**config.mk**
```make
export PLATFORM = sky130hd
export DESIGN_NAME = adc_ctl_top
export DESIGN_NICKNAME = d
export VERILOG_FILES = /design/src/rtl/adc_ctl_pkg.sv /design/src/rtl/adc_ctl_seq.sv /design/src/rtl/adc_ctl_dma.sv /design/src/rtl/adc_ctl_regs.sv /design/src/rtl/adc_ctl_top.sv
export SDC_FILE = /design/constraint.sdc
export NUM_CORES = 1
export LEC_CHECK = 0
export BUFFER_PORTS_ARGS = -buffer_cell sky130_fd_sc_hd__buf_2
export CAP_MARGIN = 20
export CORE_UTILIZATION = 47
export DETAILED_ROUTE_END_ITERATION = 10
export PLACE_DENSITY_LB_ADDON = 0.05
export SYNTH_ARGS = -nofsm -noshare
export SYNTH_HDL_FRONTEND = slang
export SYNTH_HIERARCHICAL = 1
export SYNTH_SLANG_ARGS = --single-unit
```
**constraint.sdc**
```tcl
create_clock -name clk -period 1.4 [get_ports clk]
set_input_delay 0.07 -clock clk [delete_from_list [all_inputs] [get_ports clk]]
set_output_delay 0.07 -clock clk [all_outputs]
set_load 0.01 [all_outputs]
```
**src/rtl/adc_ctl_pkg.sv**
```systemverilog
package adc_ctl_pkg;
  localparam int REG_CMD  = 0;
  localparam int REG_STAT = 1;
  localparam int CMD_STOP  = 7;
  localparam int CMD_START = 1;
  localparam int ST_EOC  = 7;
  localparam int ST_BUSY = 6;
  localparam int ST_OVR  = 5;
  localparam int ST_DONE = 4;
  localparam int ST_TRIG = 3;
  localparam int ST_EOS  = 2;
  localparam int ST_CONV = 0;

  typedef struct packed {
    logic soc;
    logic conv_end;
    logic seq_end;
    logic launch;
  } adc_evt_t;
endpackage

```
**src/rtl/adc_ctl_seq.sv**
```systemverilog
module adc_ctl_seq #(
  parameter int CONV_CYC = 14,
  parameter int SEQ_W    = 4
) (
  input  logic             clk,
  input  logic             rst,
  input  logic             go_req,
  input  logic             stop_req,
  input  logic             adc_en,
  input  logic [SEQ_W-1:0] seq_len,
  output logic             busy,
  output logic             eoc_flag,
  output adc_ctl_pkg::adc_evt_t evt
);
  localparam int CNT_W = (CONV_CYC > 1) ? $clog2(CONV_CYC) : 1;
  localparam logic [CNT_W-1:0] CNT_LAST = CNT_W'(CONV_CYC - 1);

  logic [CNT_W-1:0] cnt;
  logic [SEQ_W-1:0] idx, num;
  logic             gap, stop_pend, soc_q;
  logic             conv_end, last, launch;

  assign launch   = !busy && go_req && adc_en;
  assign conv_end = busy && !gap && (cnt == CNT_LAST);
  assign last     = (idx == num - 1'b1);

  always_ff @(posedge clk) begin
    if (rst) begin
      busy <= 1'b0; cnt <= '0; idx <= '0; num <= '0;
      gap <= 1'b0; stop_pend <= 1'b0; soc_q <= 1'b0; eoc_flag <= 1'b0;
    end else begin
      soc_q <= 1'b0;
      if (!busy) begin
        if (launch) begin
          busy <= 1'b1; soc_q <= 1'b1; cnt <= '0; idx <= '0;
          num <= (seq_len == '0) ? SEQ_W'(1) : seq_len;
          stop_pend <= 1'b0; gap <= 1'b0; eoc_flag <= 1'b0;
        end
      end else if (gap) begin
        gap <= 1'b0; soc_q <= 1'b1; cnt <= '0; idx <= idx + 1'b1;
        eoc_flag <= 1'b0;
        if (stop_req) stop_pend <= 1'b1;
      end else if (conv_end) begin
        eoc_flag <= 1'b1;
        if (last || stop_pend || stop_req) busy <= 1'b0;
        else gap <= 1'b1;
      end else begin
        cnt <= cnt + 1'b1;
        if (stop_req) stop_pend <= 1'b1;
      end
    end
  end

  assign evt.soc      = soc_q;
  assign evt.conv_end = conv_end;
  assign evt.seq_end  = conv_end && last;
  assign evt.launch   = launch;

  p_soc_pulse_r3: assert property (@(posedge clk) disable iff (rst) soc_q |=> !soc_q);
  p_start_needs_en_r2: assert property (@(posedge clk) disable iff (rst) $rose(busy) |-> $past(adc_en));
  p_soc_clears_eoc_r4: assert property (@(posedge clk) disable iff (rst) soc_q |-> !eoc_flag);
  p_stop_ends_r6: assert property (@(posedge clk) disable iff (rst) (conv_end && stop_pend) |=> !busy);
endmodule

```
**src/rtl/adc_ctl_dma.sv**
```systemverilog
module adc_ctl_dma (
  input  logic clk,
  input  logic rst,
  input  logic launch,
  input  logic conv_end,
  input  logic dma_ack,
  output logic req,
  output logic done,
  output logic ovr
);
  always_ff @(posedge clk) begin
    if (rst) begin
      req <= 1'b0; done <= 1'b0; ovr <= 1'b0;
    end else begin
      if (launch) begin
        done <= 1'b0; ovr <= 1'b0;
      end
      if (req && dma_ack) done <= 1'b1;
      if (conv_end) begin
        req <= 1'b1;
        if (req && !dma_ack) ovr <= 1'b1;
      end else if (dma_ack) begin
        req <= 1'b0;
      end
    end
  end

  p_req_hold_r8: assert property (@(posedge clk) disable iff (rst) (req && !dma_ack) |=> req);
  p_ovr_cause_r9: assert property (@(posedge clk) disable iff (rst) $rose(ovr) |-> $past(req));
endmodule

```
**src/rtl/adc_ctl_regs.sv**
```systemverilog
module adc_ctl_regs #(
  parameter int ADDR_W = 2
) (
  input  logic              clk,
  input  logic              rst,
  input  logic              wr_en,
  input  logic              rd_en,
  input  logic [ADDR_W-1:0] addr,
  input  logic [7:0]        wdata,
  input  logic              busy,
  input  logic              eoc_flag,
  input  logic              dma_done,
  input  logic              dma_ovr,
  input  logic              trig_in,
  input  adc_ctl_pkg::adc_evt_t evt,
  output logic              start_cmd,
  output logic              stop_cmd,
  output logic [7:0]        rdata,
  output logic              irq
);
  import adc_ctl_pkg::*;

  logic wr_cmd, wr_stat;
  logic f_trig, f_eos, f_conv;
  logic n_trig, n_eos, n_conv;
  logic [7:0] stat_byte, cmd_byte;
  logic unused_wbits;

  assign unused_wbits = ^wdata[6:4];
  assign wr_cmd  = wr_en && (addr == ADDR_W'(REG_CMD));
  assign wr_stat = wr_en && (addr == ADDR_W'(REG_STAT));

  assign n_trig = trig_in      | (f_trig & !(wr_stat & wdata[ST_TRIG]));
  assign n_eos  = evt.seq_end  | (f_eos  & !(wr_stat & wdata[ST_EOS]));
  assign n_conv = evt.conv_end | (f_conv & !(wr_stat & wdata[ST_CONV]));

  always_comb begin
    stat_byte = '0;
    stat_byte[ST_EOC]  = eoc_flag;
    stat_byte[ST_BUSY] = busy;
    stat_byte[ST_OVR]  = dma_ovr;
    stat_byte[ST_DONE] = dma_done;
    stat_byte[ST_TRIG] = f_trig;
    stat_byte[ST_EOS]  = f_eos;
    stat_byte[ST_CONV] = f_conv;
    cmd_byte = '0;
    cmd_byte[CMD_STOP]  = stop_cmd;
    cmd_byte[CMD_START] = start_cmd;
  end

  always_ff @(posedge clk) begin
    if (rst) begin
      start_cmd <= 1'b0; stop_cmd <= 1'b0;
      f_trig <= 1'b0; f_eos <= 1'b0; f_conv <= 1'b0;
      irq <= 1'b0; rdata <= '0;
    end else begin
      start_cmd <= wr_cmd && wdata[CMD_START];
      stop_cmd  <= wr_cmd && wdata[CMD_STOP];
      f_trig <= n_trig; f_eos <= n_eos; f_conv <= n_conv;
      irq <= n_trig | n_eos | n_conv;
      if (rd_en) rdata <= (addr == ADDR_W'(REG_CMD)) ? cmd_byte : stat_byte;
    end
  end

  p_cmd_from_write_r1: assert property (@(posedge clk) disable iff (rst) (start_cmd || stop_cmd) |-> $past(wr_en));
  p_set_wins_r7: assert property (@(posedge clk) disable iff (rst) evt.conv_end |=> f_conv);
  p_bit1_zero_r7: assert property (@(posedge clk) disable iff (rst) (rd_en && addr == ADDR_W'(REG_STAT)) |=> (rdata[1] == 1'b0));
  p_irq_or_r10: assert property (@(posedge clk) disable iff (rst) irq == (f_trig | f_eos | f_conv));
endmodule

```
**src/rtl/adc_ctl_top.sv**
```systemverilog
module adc_ctl_top #(
  parameter int ADDR_W   = 2,
  parameter int SEQ_W    = 4,
  parameter int CONV_CYC = 14
) (
  input  logic              clk,
  input  logic              rst,
  input  logic              wr_en,
  input  logic              rd_en,
  input  logic [ADDR_W-1:0] addr,
  input  logic [7:0]        wdata,
  output logic [7:0]        rdata,
  input  logic              adc_en,
  input  logic [SEQ_W-1:0]  seq_len,
  input  logic              trig_in,
  output logic              soc,
  output logic              conv_busy,
  output logic              dma_req,
  input  logic              dma_ack,
  output logic              irq
);
  adc_ctl_pkg::adc_evt_t evt;
  logic start_cmd, stop_cmd, eoc_flag, dma_done, dma_ovr;

  adc_ctl_regs #(.ADDR_W(ADDR_W)) regs_i (
    .clk(clk), .rst(rst), .wr_en(wr_en), .rd_en(rd_en), .addr(addr),
    .wdata(wdata), .busy(conv_busy), .eoc_flag(eoc_flag), .dma_done(dma_done),
    .dma_ovr(dma_ovr), .trig_in(trig_in), .evt(evt), .start_cmd(start_cmd),
    .stop_cmd(stop_cmd), .rdata(rdata), .irq(irq)
  );

  adc_ctl_seq #(.CONV_CYC(CONV_CYC), .SEQ_W(SEQ_W)) seq_i (
    .clk(clk), .rst(rst), .go_req(start_cmd | trig_in), .stop_req(stop_cmd),
    .adc_en(adc_en), .seq_len(seq_len), .busy(conv_busy), .eoc_flag(eoc_flag),
    .evt(evt)
  );

  adc_ctl_dma dma_i (
    .clk(clk), .rst(rst), .launch(evt.launch), .conv_end(evt.conv_end),
    .dma_ack(dma_ack), .req(dma_req), .done(dma_done), .ovr(dma_ovr)
  );

  assign soc = evt.soc;

  p_trig_flag_r11: assert property (@(posedge clk) disable iff (rst) trig_in |=> irq);
endmodule

```
* After elaboration in Yosys (flattened, before gate mapping)
Index checks and enable logic that the tools add are counted.
Storage, ports and cells: input bits 21, flip-flop bits (word level) 34, word-level logic and storage cells 100, output and inout port bits 12
Cells by class: reduce and logical (&&, ||, !) cells 28, add/subtract/negate cells 3, equality and inequality tests 6, muxes and demuxes 32, bitwise gates (word level) 13
Operators with widths (number):
- two-way mux 4 bit | 7
- two-way mux 1 bit | 24
- logical AND 1 bit | 11
- adder 4 x 1 -> 4 bit (second input constant) | 2
- two-way mux 8 bit | 1
- AND reduction 2 bit | 4
- bitwise AND 1 bit | 6
- logical NOT 1 bit | 6
- inequality test 3 bit (second input constant) | 2
- OR 1 bit | 6
- nonzero test 2 bit | 3
- equality test 4 bit | 1
- equality test 4 bit (second input constant) | 1
- logical NOT 4 bit | 1
- subtractor 4 x 1 -> 4 bit (second input constant) | 1
- equality test 2 x 1 -> 1 bit (second input constant) | 1
- logical NOT 2 bit | 1
- logical OR 1 bit | 2
- inequality test 2 bit (second input constant) | 1
- inverter 1 bit | 1

* Longest topological paths before layout
Gate-level depths: netlist of run 1.
word-level depth 8, gate-level depth with buffers 7, depth with buffers taken out 7

* Cells and area by module
Netlist of run 1, hierarchy kept.
By module, submodules not included:
- adc_ctl_seq | area an instance 849.6 µm², cells an instance 97, seq. area each 340.3 µm², instances 1
- adc_ctl_regs | area an instance 531.8 µm², cells an instance 56, seq. area each 280.3 µm², instances 1
- adc_ctl_dma | area an instance 107.6 µm², cells an instance 11, seq. area each 60.1 µm², instances 1
- adc_ctl_top | area an instance 6.3 µm², cells an instance 1, seq. area each 0.0 µm², instances 1

* Worst setup path after synthesis of run 1
No wires, ideal clock.
kind register to register, start reg seq_i.num[0], end reg seq_i.busy, data required time 1.264 ns, clock period less this slack 1.385 ns, buffers on the path 0, setup slack 0.015 ns, cell stages (with the launch flop) 7, arrival 1.249 ns, setup time 0.136 ns, cells stage by stage dfxtp_1 inv_1 ha_1 xnor2_1 xnor2_1 o31ai_1 a211oi_1
On the way: word-level cells in the longest chain between the ends 8
RTL lines:
- start: declaration | line adc_ctl_seq.sv:19 | logic [SEQ_W-1:0] idx, num;
- start signal: assignment | line adc_ctl_seq.sv:36 | num <= (seq_len == '0) ? SEQ_W'(1) : seq_len;
- subtractor 4 x 1 -> 4 bit | line adc_ctl_seq.sv:25 | assign last = (idx == num - 1'b1);
- equality test 4 bit | line adc_ctl_seq.sv:25
- logical OR 1 bit (2 in series) | line adc_ctl_seq.sv:45 | if (last || stop_pend || stop_req) busy <= 1'b0;
- two-way mux 1 bit | line adc_ctl_seq.sv:45
- two-way mux 1 bit | line adc_ctl_seq.sv:43 | end else if (conv_end) begin
- two-way mux 1 bit | line adc_ctl_seq.sv:39 | end else if (gap) begin
- two-way mux 1 bit | line adc_ctl_seq.sv:33 | if (!busy) begin
- end signal: assignment | line adc_ctl_seq.sv:29 | busy <= 1'b0; cnt <= '0; idx <= '0; num <= '0;
- end signal: assignment | line adc_ctl_seq.sv:35 | busy <= 1'b1; soc_q <= 1'b1; cnt <= '0; idx <= '0;
- end signal: assignment | line adc_ctl_seq.sv:45
- end: declaration | line adc_ctl_seq.sv:11 | output logic busy,
Every way passes these cells. A chain may end at the register's enable or synchronous reset.

==> metrics.md, run 1 <==
| Metric | Value |
|---|---|
| Failing checks | DRC, setup timing |
| Synth-to-layout area growth | 27.53% |
| Final min period | 1.408 ns |
| Die width | 58.40 um |
| Final nets | 236 |
| Status | finished with violations |
| Initial Util | 49.38% |
| Post-Syn Instances | 165 |
| Wirelength, routed | 3170 um |
| Met2 Track Usage GR | a little under two fifths |
| Hold Path Class | input pin to flop |
| TritonCTS clock tree | done |
| Clk slew on worst S/H paths | 0.11 ns |
| N_diodes | 0 |
| Total Neg Setup Slack | -0.008165 ns |
| Post-synth top flop | dfxtp_1 |
| Pin count of the biggest net entering global routing | 24 |
| Pre-antenna DRT Iters | 7 |
| Layout cells sized above 1 | 32.55% |
| LEAKAGE | ~0.00079 uW |
| Crit path max fanout | 2 |
| GRT met3 Usage | 4.615% |
| IO buf count | 29 |
| Hold depth | 2 |
| Core area | 0.003028 mm2 |
| Tcrit/Tclk final | 100.6% |
| Pins Over Slew Limit | 0 |
| Detailed Place HPWL | 2316 um |
| Cts bufs inserted | 5 |
| Worst reg2reg path depth | 7 |
| Finished Cell Area | ~0.0019 mm2 |
| PwrDens | 944.3 mW/mm2 |
| Synthesis-stage register bit count | 34 |
| Die Area | about 0.0034 mm2 |
| Fmax | 0.7101 GHz |
| Busiest grt layer | met2 |
| Crit-path cells | inv_2 > ha_4 > xnor2_2 > xnor2_2 > nor4_2 > a21oi_1 > a31oi_1 |
| Final setup violation count | 1 |
| GRT Total Usage | 20.91% |
| Ys Warns | 6 |
| Root Buffer | clkbuf_4 |
| Crit path required time | 1.66 ns |
| Row count | 20 |
| CP Class | flop to flop |
| Wire length per cell | approximately 12 um |
| Initial antenna violation count | 0 |
| Tot Pwr | 1801 uW |
| Buf/Inv on CP | 1 |
| Stages on worst setup path | 7 |
| Syn_nets | 190 |
| First-pass GRT wire length | roughly 5400 um |
| Critical-path cell with the highest stage delay | dfxtp_2 |
| Synthesized area per cell | 9.062 um2 |
| Vias in the first global route | 1247 |
| Vias per Instance | 5.148 |
| Post-synth cell types | 36 |
| Slew @ Worst Pin | between 0.4 and 0.5 ns |
| Grt total ovfl | 0 |
| Peak supply drop | roughly 0.0006 V |
| Setup crit start kind | flop |
| Clock Latency Late Sink | 0.33 ns |
| DRC | 1 |
| Async SR Flop Fraction | 0% |
| RSZ-0062 raised after global routing | true |
| Cell mode on critical path | xnor2_2 |
| Hold WS | between 0.02 and 0.025 ns |
| Most common cell after layout, fill and taps aside | dfxtp_1 |
| IO Pins | 33 |
| Final ANT Viol Nets | 0 |
| CTS Buffer Depth | 2 |
| DR iter-0 viols | 54 |
| Via count | approximately 1300 |
| Clock Sinks | 34 |
| Max incr delay on CP | 0.34 ns |
| Max cap viols | 0 |
| Slew headroom | 73.08% |
| Number of synthesized flops with an enable pin | 0 |
| Worst path arrival time | 1.66 ns |
| Post-synthesis cell area | 0.001495 mm2 |
| DP Area | 0.001724 mm2 |
| CP endpoint kind | flop |
| CP top delay family | flip-flops |
| RePlAce Congestion | 0.7103 |
| Post-route clock skew | 0.006174 ns |
| Final hold violations | 0 |
| Setup WS post-layout | -0.008165 ns |
| Post-synthesis sequential area ratio | 45.52% |
| Dpl ws | -0.08556 ns |
| Die height | approximately 58 um |
| Reg2reg setup slack | -0.008 ns |
| Met1 Use GR | 24.93% |
| Commonest non-fill, non-tap cells in the layout | dfxtp_1, buf_2, a21oi_1, nor2_1 |
| CTS H-tree depth | 2 |
[synth_stat cells (4+ instances only)]
cell,instances,area share (%)
xor2_1,4,2.3
ha_1,4,3.3
nor2_1,18,4.5
dfxtp_1,34,46
xnor2_1,5,2.9
inv_1,6,1.5
nand2_1,13,3.3
o31ai_1,4,2.0
nand3_1,9,3.0
nand2b_1,8,3.3
nor3_1,4,1.3
a21oi_1,20,6.7
[sequential cells by signal, indices dropped and copies added, names as in the netlist, 4 cells and up]
register / cells
seq_i/idx: 4
seq_i/cnt: 4
regs_i/rdata: 8
seq_i/num: 4
[cell families after synthesis]
family          synth area share (%)
fa+ha+maj                      3.347
compound gates                 12.22
xor+xnor                       5.272
mux                            1.339
simple gates                   27.11
flops                          45.52
buf+inv                        5.188
[where the power goes]
| part | switching [uW] | total [uW] | internal [uW] |
|---|---|---|---|
| clock network | 322 | 565 | 243 |
| registers | 11.3 | 999 | 987 |
| logic | 121 | 237 | 116 |
[timing repair]
item / in CTS / in global routing
hold buffers: 5 / 0
cloned: 0 / 0
endpoints found under the setup margin: 4 / 10
setup buffers: 1 / 1
endpoints found under the hold margin: 5 / 0
pin swaps: 4 / 4
resized for setup: 8 / 6
[path summary, 6_finish.rpt]
check / to / from
setup / recovery: regs_i/irq / seq_i/num[1]
hold / removal: regs_i/stop_cmd / wdata[7]
setup reg to reg: regs_i/irq / seq_i/num[1]
hold reg to reg: regs_i/rdata[1] / regs_i/rdata[1]
[stage by stage]
stage / std cells / util, %
after floorplan: 165 / -
after global placement: 241 / 56.94
after detailed placement: 241 / 56.94
after CTS: 255 / 61.86
after global routing: 256 / 62.98
final: 256 / 62.98
[metal layers]
layer	up-vias	part of all wire (%)
li1	670	-
met1	607	45
met2	36	50
met3	5	4.1
met4	0	1.2
met5	-	0
[area by class of cell]
type	count	area (um2)
fill	290	1121
multi-input combinational	117	790.8
sequential	34	684.4
timing repair buffer	46	285.3
clock buffer	7	55.05
tap	44	55.05
inverter	7	31.28
clock inverter	1	5.005
Note: power is estimated with default switching activity, not from simulation.
==> inputs of run 2 (changes only) <==
--- a/config.mk
+++ b/config.mk
@@ -10,2 +10,3 @@
 export CORE_UTILIZATION = 47
+export CTS_CLUSTER_SIZE = 16
 export DETAILED_ROUTE_END_ITERATION = 10
==> constraint.sdc (replaced) <==
create_clock -name clk -period 1.4 [get_ports clk]
set_input_delay 0.35 -clock clk [delete_from_list [all_inputs] [get_ports clk]]
set_output_delay 0.35 -clock clk [all_outputs]
set_load 0.01 [all_outputs]
==> run 2 against run 1 <==
  * The run ends with DRC left
  * Die area stayed put
  * Clock skew is 0.0041 ns higher
  * Sequential share of layout area is 0.98 points lower
  * Final cell count stayed put
  * Register-to-register slack better by 0.02 ns
  * Power is 0.50% higher
  * Hold slack better by 0.23 ns
  * Via count is 0.99% lower
  * Sequential power hardly changed
  * Critical endpoint is now seq_i/busy
  * Largest cell class unchanged
  * Highest routed layer unchanged
==> metrics.md, run 2 (same netlist as run 1, synthesis figures left out) <==
| Metric | Value |
|---|---|
| Fin util | 64.75% (+1.8 points) |
| Wire length per cell | 12.24 um (-1.1%) |
| IO Pins | 33 (unchanged) |
| Clock Sinks | 34 (unchanged) |
| Crit path max fanout | 2 (unchanged) |
| Layout cells sized above 1 | 38.21% (+5.7 points) |
| RePlAce Congestion | 0.7522 (+5.9%) |
| Slew @ Worst Pin | 0.3656 ns (-0.03822 ns) |
| Vias in the first global route | 1202 (-3.6%) |
| Synth-to-layout area growth | 31.13% |
| Root Buffer | clkbuf_4 |
| PwrDens | 923.0 mW/mm2 (-2.3%) |
| Clk slew on worst S/H paths | 0.10 ns (about the same) |
| Die height | 58.40 um (unchanged) |
| Cts bufs inserted | 5 (unchanged) |
| Initial Util | 49.38% (unchanged) |
| Die Area | 0.003411 mm2 (unchanged) |
| Total Neg Setup Slack | 0 ns (+0.008165 ns) |
| Pin count of the biggest net entering global routing | 19 (-21%) |
| Most flops, register | regs_i/rdata |
| Max FFs per register | 8 (unchanged) |
| Max cap viols | 0 (unchanged) |
| TritonCTS clock tree | done |
| IO buf count | 29 (unchanged) |
| Critical Path Start | seq_i/num[0] |
| N_diodes | 0 (unchanged) |
| Wirelength, routed | 3134 um (-1.1%) |
| DP Area | 0.001772 mm2 (+2.8%) |
| CP Class | flop to flop |
| Worst path arrival time | 1.59 ns (-0.07 ns) |
| Final nets | 236 (unchanged) |
| Row count | 20 (unchanged) |
| Final hold violations | 0 (unchanged) |
| DR iter-0 viols | 95 (+76%) |
| FILL cells | 289 (-0.34%) |
| Core area | 0.003028 mm2 (unchanged) |
| Die width | 58.40 um (unchanged) |
| CTS Buffer Depth | 2 (unchanged) |
| Commonest non-fill, non-tap cells in the layout | dfxtp_1, buf_2, a21oi_1, nor2_1, buf_4 |
| Setup crit start kind | flop |
| Initial antenna violation count | 0 (unchanged) |
| Reg2reg setup slack | 0.01 ns (+0.02 ns) |
| Crit path required time | 1.60 ns (-0.06 ns) |
| CTS H-tree depth | 2 (unchanged) |
| RR Startpoint | seq_i/num[0] |
| Final min period | 1.387 ns (-0.02093 ns) |
| GRT Total Usage | 20.29% (-0.62 points) |
| Peak supply drop | 0.0006129 V (+0.22%) |
| Pre-antenna DRT Iters | 7 (unchanged) |
| Pins Over Slew Limit | 0 (unchanged) |
| Slew headroom | 75.63% (+2.5 points) |
| Failing checks | DRC |
| Final setup violation count | 0 (-1) |
| Tcrit/Tclk final | 99.09% (-1.5 points) |
| Hold_sp | seq_len[1] |
| CP endpoint kind | flop |
| Detailed Place HPWL | 2286 um (-1.3%) |
| Vias per Instance | 5.098 (-0.99%) |
| Final ANT Viol Nets | 0 (unchanged) |
| DRC | 1 (unchanged) |
| First-pass GRT wire length | 5175 um (-4.6%) |
| Most common cell after layout, fill and taps aside | dfxtp_1 |
| Via count | 1305 (-0.99%) |
| Hold Path Class | input pin to flop |
| Finished Cell Area | 0.001961 mm2 (+2.8%) |
| Fmax | 0.7209 GHz (+1.5%) |
| Grt total ovfl | 0 (unchanged) |
| LEAKAGE | 0.0008148 uW (+3.4%) |
| RSZ-0062 raised after global routing | true |
| Post-route clock skew | 0.01026 ns (+0.004089 ns) |
| Status | finished with violations |
| Clock Latency Late Sink | 0.32 ns (about the same) |
[run 2: path summary, 6_finish.rpt]
check | depth (start not counted) | end
worst max-delay path | 6 | seq_i/busy
worst min register to register | 2 | regs_i/rdata[6]
worst max register to register | 6 | seq_i/busy
worst min-delay path | 3 | seq_i/num[1]
[run 2: area by class of cell]
class	count	area (um2)	share of cell area, %
Clock inverter	1	5.005	0.2553
Sequential cell	34	684.4	34.91
Timing Repair Buffer	46	276.5	14.10
Clock buffer	7	55.05	2.808
Tap cell	44	55.05	2.808
Inverter	7	31.28	1.595
Multi-Input combinational cell	117	853.3	43.52
[run 2: report_power, final]
| part | leakage [uW] | internal, uW | total, uW | switching, uW |
|---|---|---|---|---|
| clock network | 0.0000353 | 243 | 553 | 309 |
| logic | 0.000502 | 123 | 258 | 135 |
| registers | 0.000277 | 987 | 1000 | 12.2 |
[run 2: layer usage]
layer | GRT usage, % | vias to the layer above | share of wire, %
met5 | 0 | - | 0
met4 | 6.803 | 0 | 0.96
met3 | 7.033 | 4 | 4.2
met2 | 34.65 | 29 | 48
met1 | 23.76 | 607 | 46
li1 | - | 665 | -
[run 2: what timing repair did]
item	4_1_cts	5_1_grt
hold buffers	0	0
resized for setup	8	17
gates cloned	0	0
pin swaps	5	6
buffers inserted	1	0
endpoints found under the setup margin	4	6
endpoints found under the hold margin	0	0
[run 2: per-stage QoR]
step / cells / setup WS [ns] / power [uW] / hold WS (ns)
2_1_floorplan: 165 / 0.01075 / 1138 / 0.4179
3_3_place_gp: 247 / -0.04184 / 1223 / 0.4516
3_5_place_dp: 247 / -0.1055 / 1229 / 0.4582
4_1_cts: 256 / -0.05822 / 1800 / 0.2346
5_1_grt: 256 / -0.05856 / 1912 / 0.2435
6_report: 256 / 0.01276 / 1810 / 0.2507
[run 2: critical path, stage by stage, from the launching register on]
cell	delay (ns)
dfxtp_2	0.35
inv_2	0.05
ha_4	0.15
xnor2_2	0.14
xnor2_2	0.19
o31ai_4	0.28
a211oi_2	0.11
